`src/rtl/irq_sequencer.sv`:
```
module irq_sequencer #(
  parameter int AW = 16,
  parameter int DW = 16,
  parameter int IDXW = 8,
  parameter logic [AW-1:0] FIXED_ADDR = 16,
  parameter logic [AW-1:0] NMI_ADDR = 8,
  parameter logic [AW-1:0] TABLE_BASE = 'h0100
) (
  input  logic          clk,
  input  logic          rst_n,
  input  logic [1:0]    mode,
  input  logic          mask_wr,
  input  logic          mask_din,
  input  logic          irq,
  input  logic          nmi,
  input  logic          instr_done,
  input  logic          ret,
  input  logic [AW-1:0] pc_in,
  input  logic [DW-1:0] data_bus,
  input  logic [AW-1:0] tbl_rd_data,
  output logic          irq_ack,
  output logic          tbl_rd_en,
  output logic [AW-1:0] tbl_addr,
  output logic          save_pc,
  output logic [AW-1:0] saved_pc,
  output logic          load_pc,
  output logic [AW-1:0] target_pc,
  output logic          busy,
  output logic          int_masked
);
  localparam logic [1:0] M_FIXED = 2'd0;
  localparam logic [1:0] M_VECT  = 2'd1;

  typedef enum logic [1:0] {S_IDLE, S_ACK, S_TBL, S_LOAD} st_t;

  st_t            st;
  logic           nmi_q, nmi_pend, mask_q, mask_sv, in_int, in_nmi;
  logic           from_tbl, save_q;
  logic [1:0]     seq_mode;
  logic [IDXW-1:0] idx_q;
  logic [AW-1:0]  int_pc, nmi_pc, tgt_q, spc_q;

  wire boundary = (st == S_IDLE) && instr_done;
  wire take_ret = boundary && ret && (in_int || in_nmi);
  wire take_nmi = boundary && !ret && nmi_pend && !in_nmi;
  wire take_int = boundary && !ret && !take_nmi && irq && !mask_q && !in_nmi;

  always_ff @(posedge clk) begin
    if (!rst_n) begin
      st <= S_IDLE;
      nmi_q <= 1'b0;
      nmi_pend <= 1'b0;
      mask_q <= 1'b0;
      mask_sv <= 1'b0;
      in_int <= 1'b0;
      in_nmi <= 1'b0;
      from_tbl <= 1'b0;
      save_q <= 1'b0;
      seq_mode <= M_FIXED;
      idx_q <= '0;
      int_pc <= '0;
      nmi_pc <= '0;
      tgt_q <= '0;
      spc_q <= '0;
    end else begin
      nmi_q <= nmi;
      nmi_pend <= (nmi && !nmi_q) || (nmi_pend && !take_nmi);
      save_q <= take_nmi || take_int;
      if (take_nmi || take_int) spc_q <= pc_in;

      if (take_int) mask_q <= 1'b1;
      else if (take_ret && !in_nmi) mask_q <= mask_sv;
      else if (mask_wr) mask_q <= mask_din;

      case (st)
        S_IDLE: begin
          if (take_nmi) begin
            nmi_pc <= pc_in;
            in_nmi <= 1'b1;
            tgt_q <= NMI_ADDR;
            from_tbl <= 1'b0;
            st <= S_LOAD;
          end else if (take_int) begin
            int_pc <= pc_in;
            in_int <= 1'b1;
            mask_sv <= mask_q;
            seq_mode <= mode;
            from_tbl <= 1'b0;
            if (mode == M_FIXED) begin
              tgt_q <= FIXED_ADDR;
              st <= S_LOAD;
            end else begin
              st <= S_ACK;
            end
          end else if (take_ret) begin
            from_tbl <= 1'b0;
            st <= S_LOAD;
            if (in_nmi) begin
              tgt_q <= nmi_pc;
              in_nmi <= 1'b0;
            end else begin
              tgt_q <= int_pc;
              in_int <= 1'b0;
            end
          end
        end
        S_ACK: begin
          if (seq_mode == M_VECT) begin
            tgt_q <= AW'(data_bus);
            st <= S_LOAD;
          end else begin
            idx_q <= data_bus[IDXW-1:0];
            st <= S_TBL;
          end
        end
        S_TBL: begin
          from_tbl <= 1'b1;
          st <= S_LOAD;
        end
        default: st <= S_IDLE;
      endcase
    end
  end

  assign irq_ack    = (st == S_ACK);
  assign tbl_rd_en  = (st == S_TBL);
  assign tbl_addr   = TABLE_BASE + AW'(idx_q);
  assign load_pc    = (st == S_LOAD);
  assign target_pc  = from_tbl ? tbl_rd_data : tgt_q;
  assign busy       = (st != S_IDLE);
  assign save_pc    = save_q;
  assign saved_pc   = spc_q;
  assign int_masked = mask_q;

  a_r4_ack_single: assert property (@(posedge clk) disable iff (!rst_n)
    irq_ack |=> !irq_ack);

  a_r11_load_while_busy: assert property (@(posedge clk) disable iff (!rst_n)
    load_pc |-> busy);

  a_r5_read_then_load: assert property (@(posedge clk) disable iff (!rst_n)
    tbl_rd_en |=> (load_pc && !tbl_rd_en));

  a_r2_saved_matches: assert property (@(posedge clk) disable iff (!rst_n)
    (!busy && instr_done && !ret && (nmi_pend || irq) && !in_nmi && (nmi_pend || !int_masked))
      |=> (save_pc && saved_pc == $past(pc_in)));

  a_r6_mask_blocks: assert property (@(posedge clk) disable iff (!rst_n)
    (!busy && instr_done && !ret && !nmi_pend && int_masked) |=> (!save_pc && !busy));

  a_r7_nmi_entry: assert property (@(posedge clk) disable iff (!rst_n)
    (!busy && instr_done && !ret && nmi_pend && !in_nmi)
      |=> (save_pc && load_pc && !irq_ack && target_pc == NMI_ADDR));
endmodule

```
`config.mk`:
```
export PLATFORM = sky130hd
export DESIGN_NAME = irq_sequencer
export DESIGN_NICKNAME = d
export VERILOG_FILES = /design/src/rtl/irq_sequencer.sv
export SDC_FILE = /design/constraint.sdc
export NUM_CORES = 1
export LEC_CHECK = 0
export ABC_AREA = 1
export BUFFER_PORTS_ARGS = -buffer_cell sky130_fd_sc_hd__buf_2
export CAP_MARGIN = 40
export CORE_MARGIN = 2
export CORE_UTILIZATION = 52
export DETAILED_ROUTE_END_ITERATION = 8
export GPL_ROUTABILITY_DRIVEN = 0
export PLACE_DENSITY = 0.79
export REMOVE_ABC_BUFFERS = 1
export SETUP_SLACK_MARGIN = 0.02
export SLEW_MARGIN = 10
export SYNTH_ARGS = -nofsm -noshare
export SYNTH_HDL_FRONTEND = slang
export SYNTH_SLANG_ARGS = --single-unit
```
`constraint.sdc`:
```
create_clock -name clk -period 1.95 [get_ports clk]
set_clock_uncertainty 0.05 [all_clocks]
set_input_delay 0 -clock clk [delete_from_list [all_inputs] [get_ports clk]]
set_output_delay 0 -clock clk [all_outputs]
set_load 0.05 [all_outputs]
```
==> results.json, run 1 <==
{
  "yosysTopAreaCell": "dfxtp_1",
  "grtUsageTotal_pct": 26.01,
  "drive_above_1_share_pct": 27.55,
  "clkLatencyLatePin_ps": 340,
  "slowest_delay_ps": 360,
  "synth_area_leaders": "dfxtp_1 (42%), nand2_1 (9.4%), nor2_1 (8.6%)",
  "grt_pass1_vias": 3973,
  "synth_seq_cells": 84,
  "fin_crit_sh_pct": 94.85,
  "status": "finished, final reports clean",
  "grt_antenna_before_repair": 0,
  "vdd_drop_max_mv": 0.5782,
  "synthArstFlopShare_pct": 0,
  "cp-startpoint": "st[1]$_SDFFE_PN0P_",
  "critPathMaxFanout": 6,
  "num_antenna_cells": 0,
  "tritoncts": "yes",
  "root_buffer": "clkbuf_8",
  "maxSlewViolCount": 0,
  "final_cell_count_no_fill": 799,
  "die_w_um": 92.16,
  "worstPathArrival_ps": 2070,
  "dp.cells": 747,
  "finalCriticalPeriod_ps": 1850,
  "initial_core_util_pct": 52.85,
  "slowest_stage": "dfxtp_1",
  "io_buffers": 103,
  "fin_hold_ws_ps": 0.5894,
  "ys_seq_area_share_pct": 41.61,
  "grt_pass1_wl_mm": 17.89,
  "path_class": "flop to flop",
  "cts_sinks": 84,
  "rsz0062_at_grt": "true",
  "synth_top_family_by_area": "simple AND/OR/NAND/NOR gates",
  "crit_required_ps": 2170,
  "die_h_um": 92.16,
  "max_cap_viol_count": 0,
  "synth-simple-area-share_pct": 29.41,
  "crit_chain": "inv_1 > ha_2 > nand3_4 > nor2_4 > nor2_8 > nand3_4 > buf_4 > nand3_1 > a21oi_2",
  "max_freq_mhz": 540.7,
  "path_common_cell": "nand3_4",
  "clk_pin_slew_ps": 80,
  "setup_viol": 0,
  "num-nets-final": 755,
  "synth-compound-area-share_pct": 14.09,
  "yosysUniqueCellTypes": 34,
  "syn_avg_cell_area_um2": 7.230,
  "synth_top_area_share_pct": 41.61,
  "drt_iter0_drc": 230,
  "rows": 32,
  "synth_edf_count": 0,
  "first_pass_iters": 5,
  "hold_path.class": "primary input to flop",
  "syn2layout_area_growth_pct": 28.95,
  "yosys.area_share.xor_xnor_pct": 0,
  "synthAdderAreaFrac_pct": 1.238,
  "grt_max_degree": 59,
  "vias_per_cell": 5.160,
  "yosys_warnings": 0,
  "relSlewSlack_pct": 65.58,
  "drt_wl_total_mm": 11.05,
  "ys.flop_type": "dfxtp_1",
  "dieArea_mm2": 0.008493,
  "io_pins": 112,
  "syn_inst": 559,
  "pwr_density_cell_mw_per_mm2": 1165,
  "grt_overflow": 0,
  "worst_pin_slew_ps": 516.3,
  "hold_viol_final": 0,
  "start_kind": "flop",
  "routedWlPerCell_um": 13.83,
  "syn-cell-area_mm2": 0.004041,
  "rr_startpoint": "st[1]$_SDFFE_PN0P_",
  "ctsHtreeMaxLevel": 3,
  "vias": 4123,
  "coreArea_mm2": 0.007647,
  "ant_nets": 0,
  "power_leakage_nw": 2.439,
  "endpoint_kind": "flop",
  "hpwl_mm": 7.431,
  "drcViolationCount": 0,
  "yosys-mux-area-fraction_pct": 3.901,
  "hp-start": "data_bus[14]",
  "clockBufferDepth": 2,
  "cts_buffers": 9
}
flip-flops by register name (all words and copies together) (netlist names):
register    flops
seq_mode        2
in_nmi          1
int_pc         16
nmi_pend        1
idx_q           8
in_int          1
tgt_q          16
from_tbl        1
save_pc         1
saved_pc       16
int_masked      1
mask_sv         1
st              2
nmi_pc         16
nmi_q           1
power by group:
group	internal, mW	switching (mW)
Combinational	0.880	1.94
Clock	0.595	0.582
Sequential	1.94	0.129
Total	3.42	2.65
logic make-up (layout without fill, tap and decap cells):
logic type      count (synthesis)  after routing
other cells                     2              8
fa+ha+maj                       4              4
flops                          84             84
buf+inv                        81            212
compound gates                105            105
simple gates                  269            270
mux                            14             14
layer usage:
metal	wire, um	part of all wire, %	up-vias	global-route usage [%]
li1	-	-	2054	-
met1	4544	41	1855	32.20
met2	5487	50	175	45.10
met3	663	6.0	39	3.451
met4	356	3.2	0	11.57
met5	0	0	-	0
layout make-up:
class | count | area (um^2)
Clock buffer | 14 | 182.7
Clock inverter | 1 | 5.005
Fill cell | 637 | 2436
Inverter | 39 | 156.4
Multi-Input combinational cell | 401 | 2033
Sequential cell | 84 | 1682
Tap cell | 102 | 127.6
Timing Repair Buffer | 158 | 1025
synth_stat cells (2+ instances only):
master    count
a211oi_1      2
ha_1          4
or2_2         2
nand3_1      37
nor3_1       16
nand2_4       2
o21bai_1      2
buf_4        11
nor2_1       93
inv_2         2
nand2_2      10
buf_2         8
a21oi_2       9
nand2_1     101
conb_1        2
buf_6         2
nor2_8        2
dfxtp_1      84
inv_1        34
clkbuf_1     18
a21oi_1      36
o21ai_0      56
mux2_2       14
nand4_1       2
final timing paths:
path / depth (start not counted) / slack, ps / to
setup / recovery: 9 / 100 / tgt_q[10]$_SDFFE_PN0P_
hold / removal: 5 / 0.6 / tgt_q[14]$_SDFFE_PN0P_
setup reg to reg: 9 / 100 / tgt_q[10]$_SDFFE_PN0P_
hold reg to reg: 1 / 380 / nmi_pend$_SDFF_PN0_
metrics by stage:
step	setup TNS (ps)	setup slack [ps]	total power, mW	cell area [um^2]	util, %
finish	0	100.4	6.072	5211	68.14
global route	-202.0	-30.13	6.425	5211	68.14
CTS	0	18.60	5.886	5120	66.95
detailed placement	-79.32	-37.34	4.685	4613	60.32
global placement	0	102.9	4.622	4613	60.32
floorplan	-19920	-523.8	4.002	3827	-
layout by cell type (no fill, tap or decap), types with 3 or more instances in the layout:
cell	netlist	final
a21oi_1	36	36
a21oi_2	9	9
buf_2	8	103
buf_4	11	21
clkbuf_8	0	13
conb_1	2	8
dfxtp_1	84	84
dlygate4sd3_1	0	31
ha_1	4	3
inv_1	34	33
mux2_2	14	14
nand2_1	101	100
nand2_2	10	11
nand3_1	37	37
nor2_1	93	93
nor3_1	16	16
o21ai_0	56	55
worst max-delay path, delay by kind of cell (launching register included):
| kind | cells | cell delay [ps] |
|---|---|---|
| and+or+nand+nor | 5 | 670 |
| buffers and inverters | 2 | 250 |
| adders and majority gates | 1 | 250 |
| AOI/OAI and AO/OA | 1 | 190 |
| DFF | 1 | 360 |
what timing repair did:
item / CTS / global route
gates cloned: 0 / 1
setup buffers: 0 / 5
hold endpoints to repair: 70 / 0
hold buffers: 31 / 0
gates resized for setup: 2 / 12
endpoints found under the setup margin: 27 / 50
pin swaps: 0 / 3
Note: power is estimated with default switching activity, not from simulation.
==> run 2, diff against run 1 <==
==> constraint.sdc (replaced) <==
create_clock -name clk -period 2.1 [get_ports clk]
set_clock_uncertainty 0.05 [all_clocks]
set_input_delay 0 -clock clk [delete_from_list [all_inputs] [get_ports clk]]
set_output_delay 0 -clock clk [all_outputs]
set_load 0.05 [all_outputs]
==> run 2 against run 1 <==
Compared with the run above: the run now ends with negative hold slack left; clock power rose by 12%; utilization is 0.82 points lower; die area stayed put; first-iteration DRC count is 3.5% lower; register-to-register slack improved by 70 ps; worst setup slack improved by 69 ps; hold slack got worse by 1.1 ps; sequential power fell by 6%; final cell count shrank 1.1%; non-clock buffer count decreased by 9; critical endpoint is now tgt_q[8]$_SDFFE_PN0P_; largest power group unchanged.
==> results.json, run 2 (synthesis gave the netlist of run 1 again) <==
{
  "status": "finished, violations left",
  "violations": "negative hold slack",
  "start_kind": "flop",
  "max_cap_viol_count": 0,
  "max_freq_mhz": 517.9,
  "grtUsageTotal_pct": 25.34,
  "clkLatencyLatePin_ps": 340,
  "num-nets-final": 745,
  "pwr_density_cell_mw_per_mm2": 1106,
  "dieArea_mm2": 0.008493,
  "root_buffer": "clkbuf_8",
  "postLayoutCellArea_mm2": 0.005149,
  "clk_pin_slew_ps": 80,
  "drcViolationCount": 0,
  "syn2layout_area_growth_pct": 27.40,
  "cts_buffers": 9,
  "clockBufferDepth": 2,
  "dpl_cell_area_mm2": 0.004596,
  "grt_pass1_vias": 3734,
  "power_leakage_nw": 2.415,
  "io_buffers": 103,
  "hold_path.class": "primary input to flop",
  "crit_required_ps": 2330,
  "worstPathArrival_ps": 2160,
  "fin_hold_ws_ps": -0.5249,
  "ctsHtreeMaxLevel": 3,
  "rows": 32,
  "vias_per_cell": 5.157,
  "io_pins": 112,
  "num_antenna_cells": 0,
  "die_h_um": 92.16,
  "drive_above_1_share_pct": 26.31,
  "fin_crit_sh_pct": 91.94,
  "endpoint_kind": "flop",
  "grt_max_degree": 59,
  "layout_commonest_cell": "buf_2",
  "initial_core_util_pct": 52.85,
  "vdd_drop_max_mv": 0.4929,
  "path_class": "flop to flop",
  "maxSlewViolCount": 0,
  "cts_sinks": 84,
  "finalCriticalPeriod_ps": 1931,
  "nFillCells": 649,
  "ant_nets": 0,
  "relSlewSlack_pct": 66.54,
  "drt_wl_total_mm": 10.71,
  "coreArea_mm2": 0.007647,
  "die_w_um": 92.16,
  "grt_overflow": 0,
  "rsz0062_at_grt": "false",
  "final_cell_mix": "buf_2 (103), nand2_1 (101), nor2_1 (93), dfxtp_1 (84), o21ai_0 (56)",
  "hold_viol_final": 1,
  "vias": 4074,
  "critPathMaxFanout": 16,
  "hpwl_mm": 7.153,
  "drt_iter0_drc": 222,
  "setup_viol": 0,
  "worst_pin_slew_ps": 501.8,
  "post-cts-setup-buffers": 0,
  "grt_pass1_wl_mm": 17.33,
  "tritoncts": "yes",
  "grt_antenna_before_repair": 0,
  "routedWlPerCell_um": 13.55,
  "first_pass_iters": 4
}
-- run 2: cell count changes in the layout (fill, tap and decap cells not counted), sizes merged --
cell	delta
nand2	-1
clkbuf	-2
bufinv	+2
buf	-9
inv	+1
-- run 2: through the flow --
step	worst slack, ps	instances	total power [mW]	util, %	setup TNS [ps]
global placement	232.2	743	4.265	60.09	0
CTS	130.4	790	5.665	67.23	0
finish	169.3	790	5.694	67.33	0
detailed placement	140.9	743	4.319	60.09	0
global route	36.87	790	5.998	67.33	0
floorplan	-373.8	523	3.716	-	-9188
-- run 2: path summary, 6_finish.rpt --
path                           start                     end  slack, ps  cells past startpoint
hold / removal          data_bus[15]  tgt_q[15]$_SDFFE_PN0P_       -0.5                      5
setup / recovery  st[0]$_SDFFE_PN0P_   tgt_q[8]$_SDFFE_PN0P_        170                      9
setup reg to reg  st[0]$_SDFFE_PN0P_   tgt_q[8]$_SDFFE_PN0P_        170                      9
hold reg to reg     nmi_q$_SDFF_PN0_     nmi_pend$_SDFF_PN0_        370                      1
-- run 2: worst max-delay path, stage by stage, from the launching register on --
cell and delay (ps):
dfxtp_1 360, inv_1 100, ha_1 240, nand3_2 160, nor2_8 160, nand2_2 180, nand3_4 170, buf_6 180
nand3_1 120, a21oi_2 150
-- run 2: what timing repair did --
item                                   in CTS  in global routing
gates resized for setup                     0                  3
endpoints found under the hold margin      71                  0
setup endpoints to repair                   0                 14
hold buffers                               31                  0
-- run 2: power by group --
group          total [mW]  switching, mW  internal, mW
Clock                1.32          0.552         0.764
Combinational        2.44           1.71         0.728
Sequential           1.94          0.136          1.80
Total                5.69           2.40          3.30
-- run 2: per-layer routing --
layer / vias to the layer above / GRT usage [%] / wire, um / share of wire (%)
met5: - / 0 / 0 / 0
met4: 0 / 12.06 / 398 / 3.7
met3: 38 / 3.287 / 604 / 5.6
met2: 158 / 44.00 / 5193 / 49
met1: 1856 / 31.04 / 4509 / 42
li1: 2022 / - / - / -
-- run 2: final cells by class --
class | instances | area [um^2] | area share [%]
inverters | 39 | 153.9 | 2.989
clock buffers | 12 | 165.2 | 3.208
repair buffers | 149 | 954.7 | 18.54
multi-input cells | 400 | 1996 | 38.76
well taps | 102 | 127.6 | 2.479
flip-flops and latches | 84 | 1682 | 32.66
clock inverters | 4 | 70.07 | 1.361
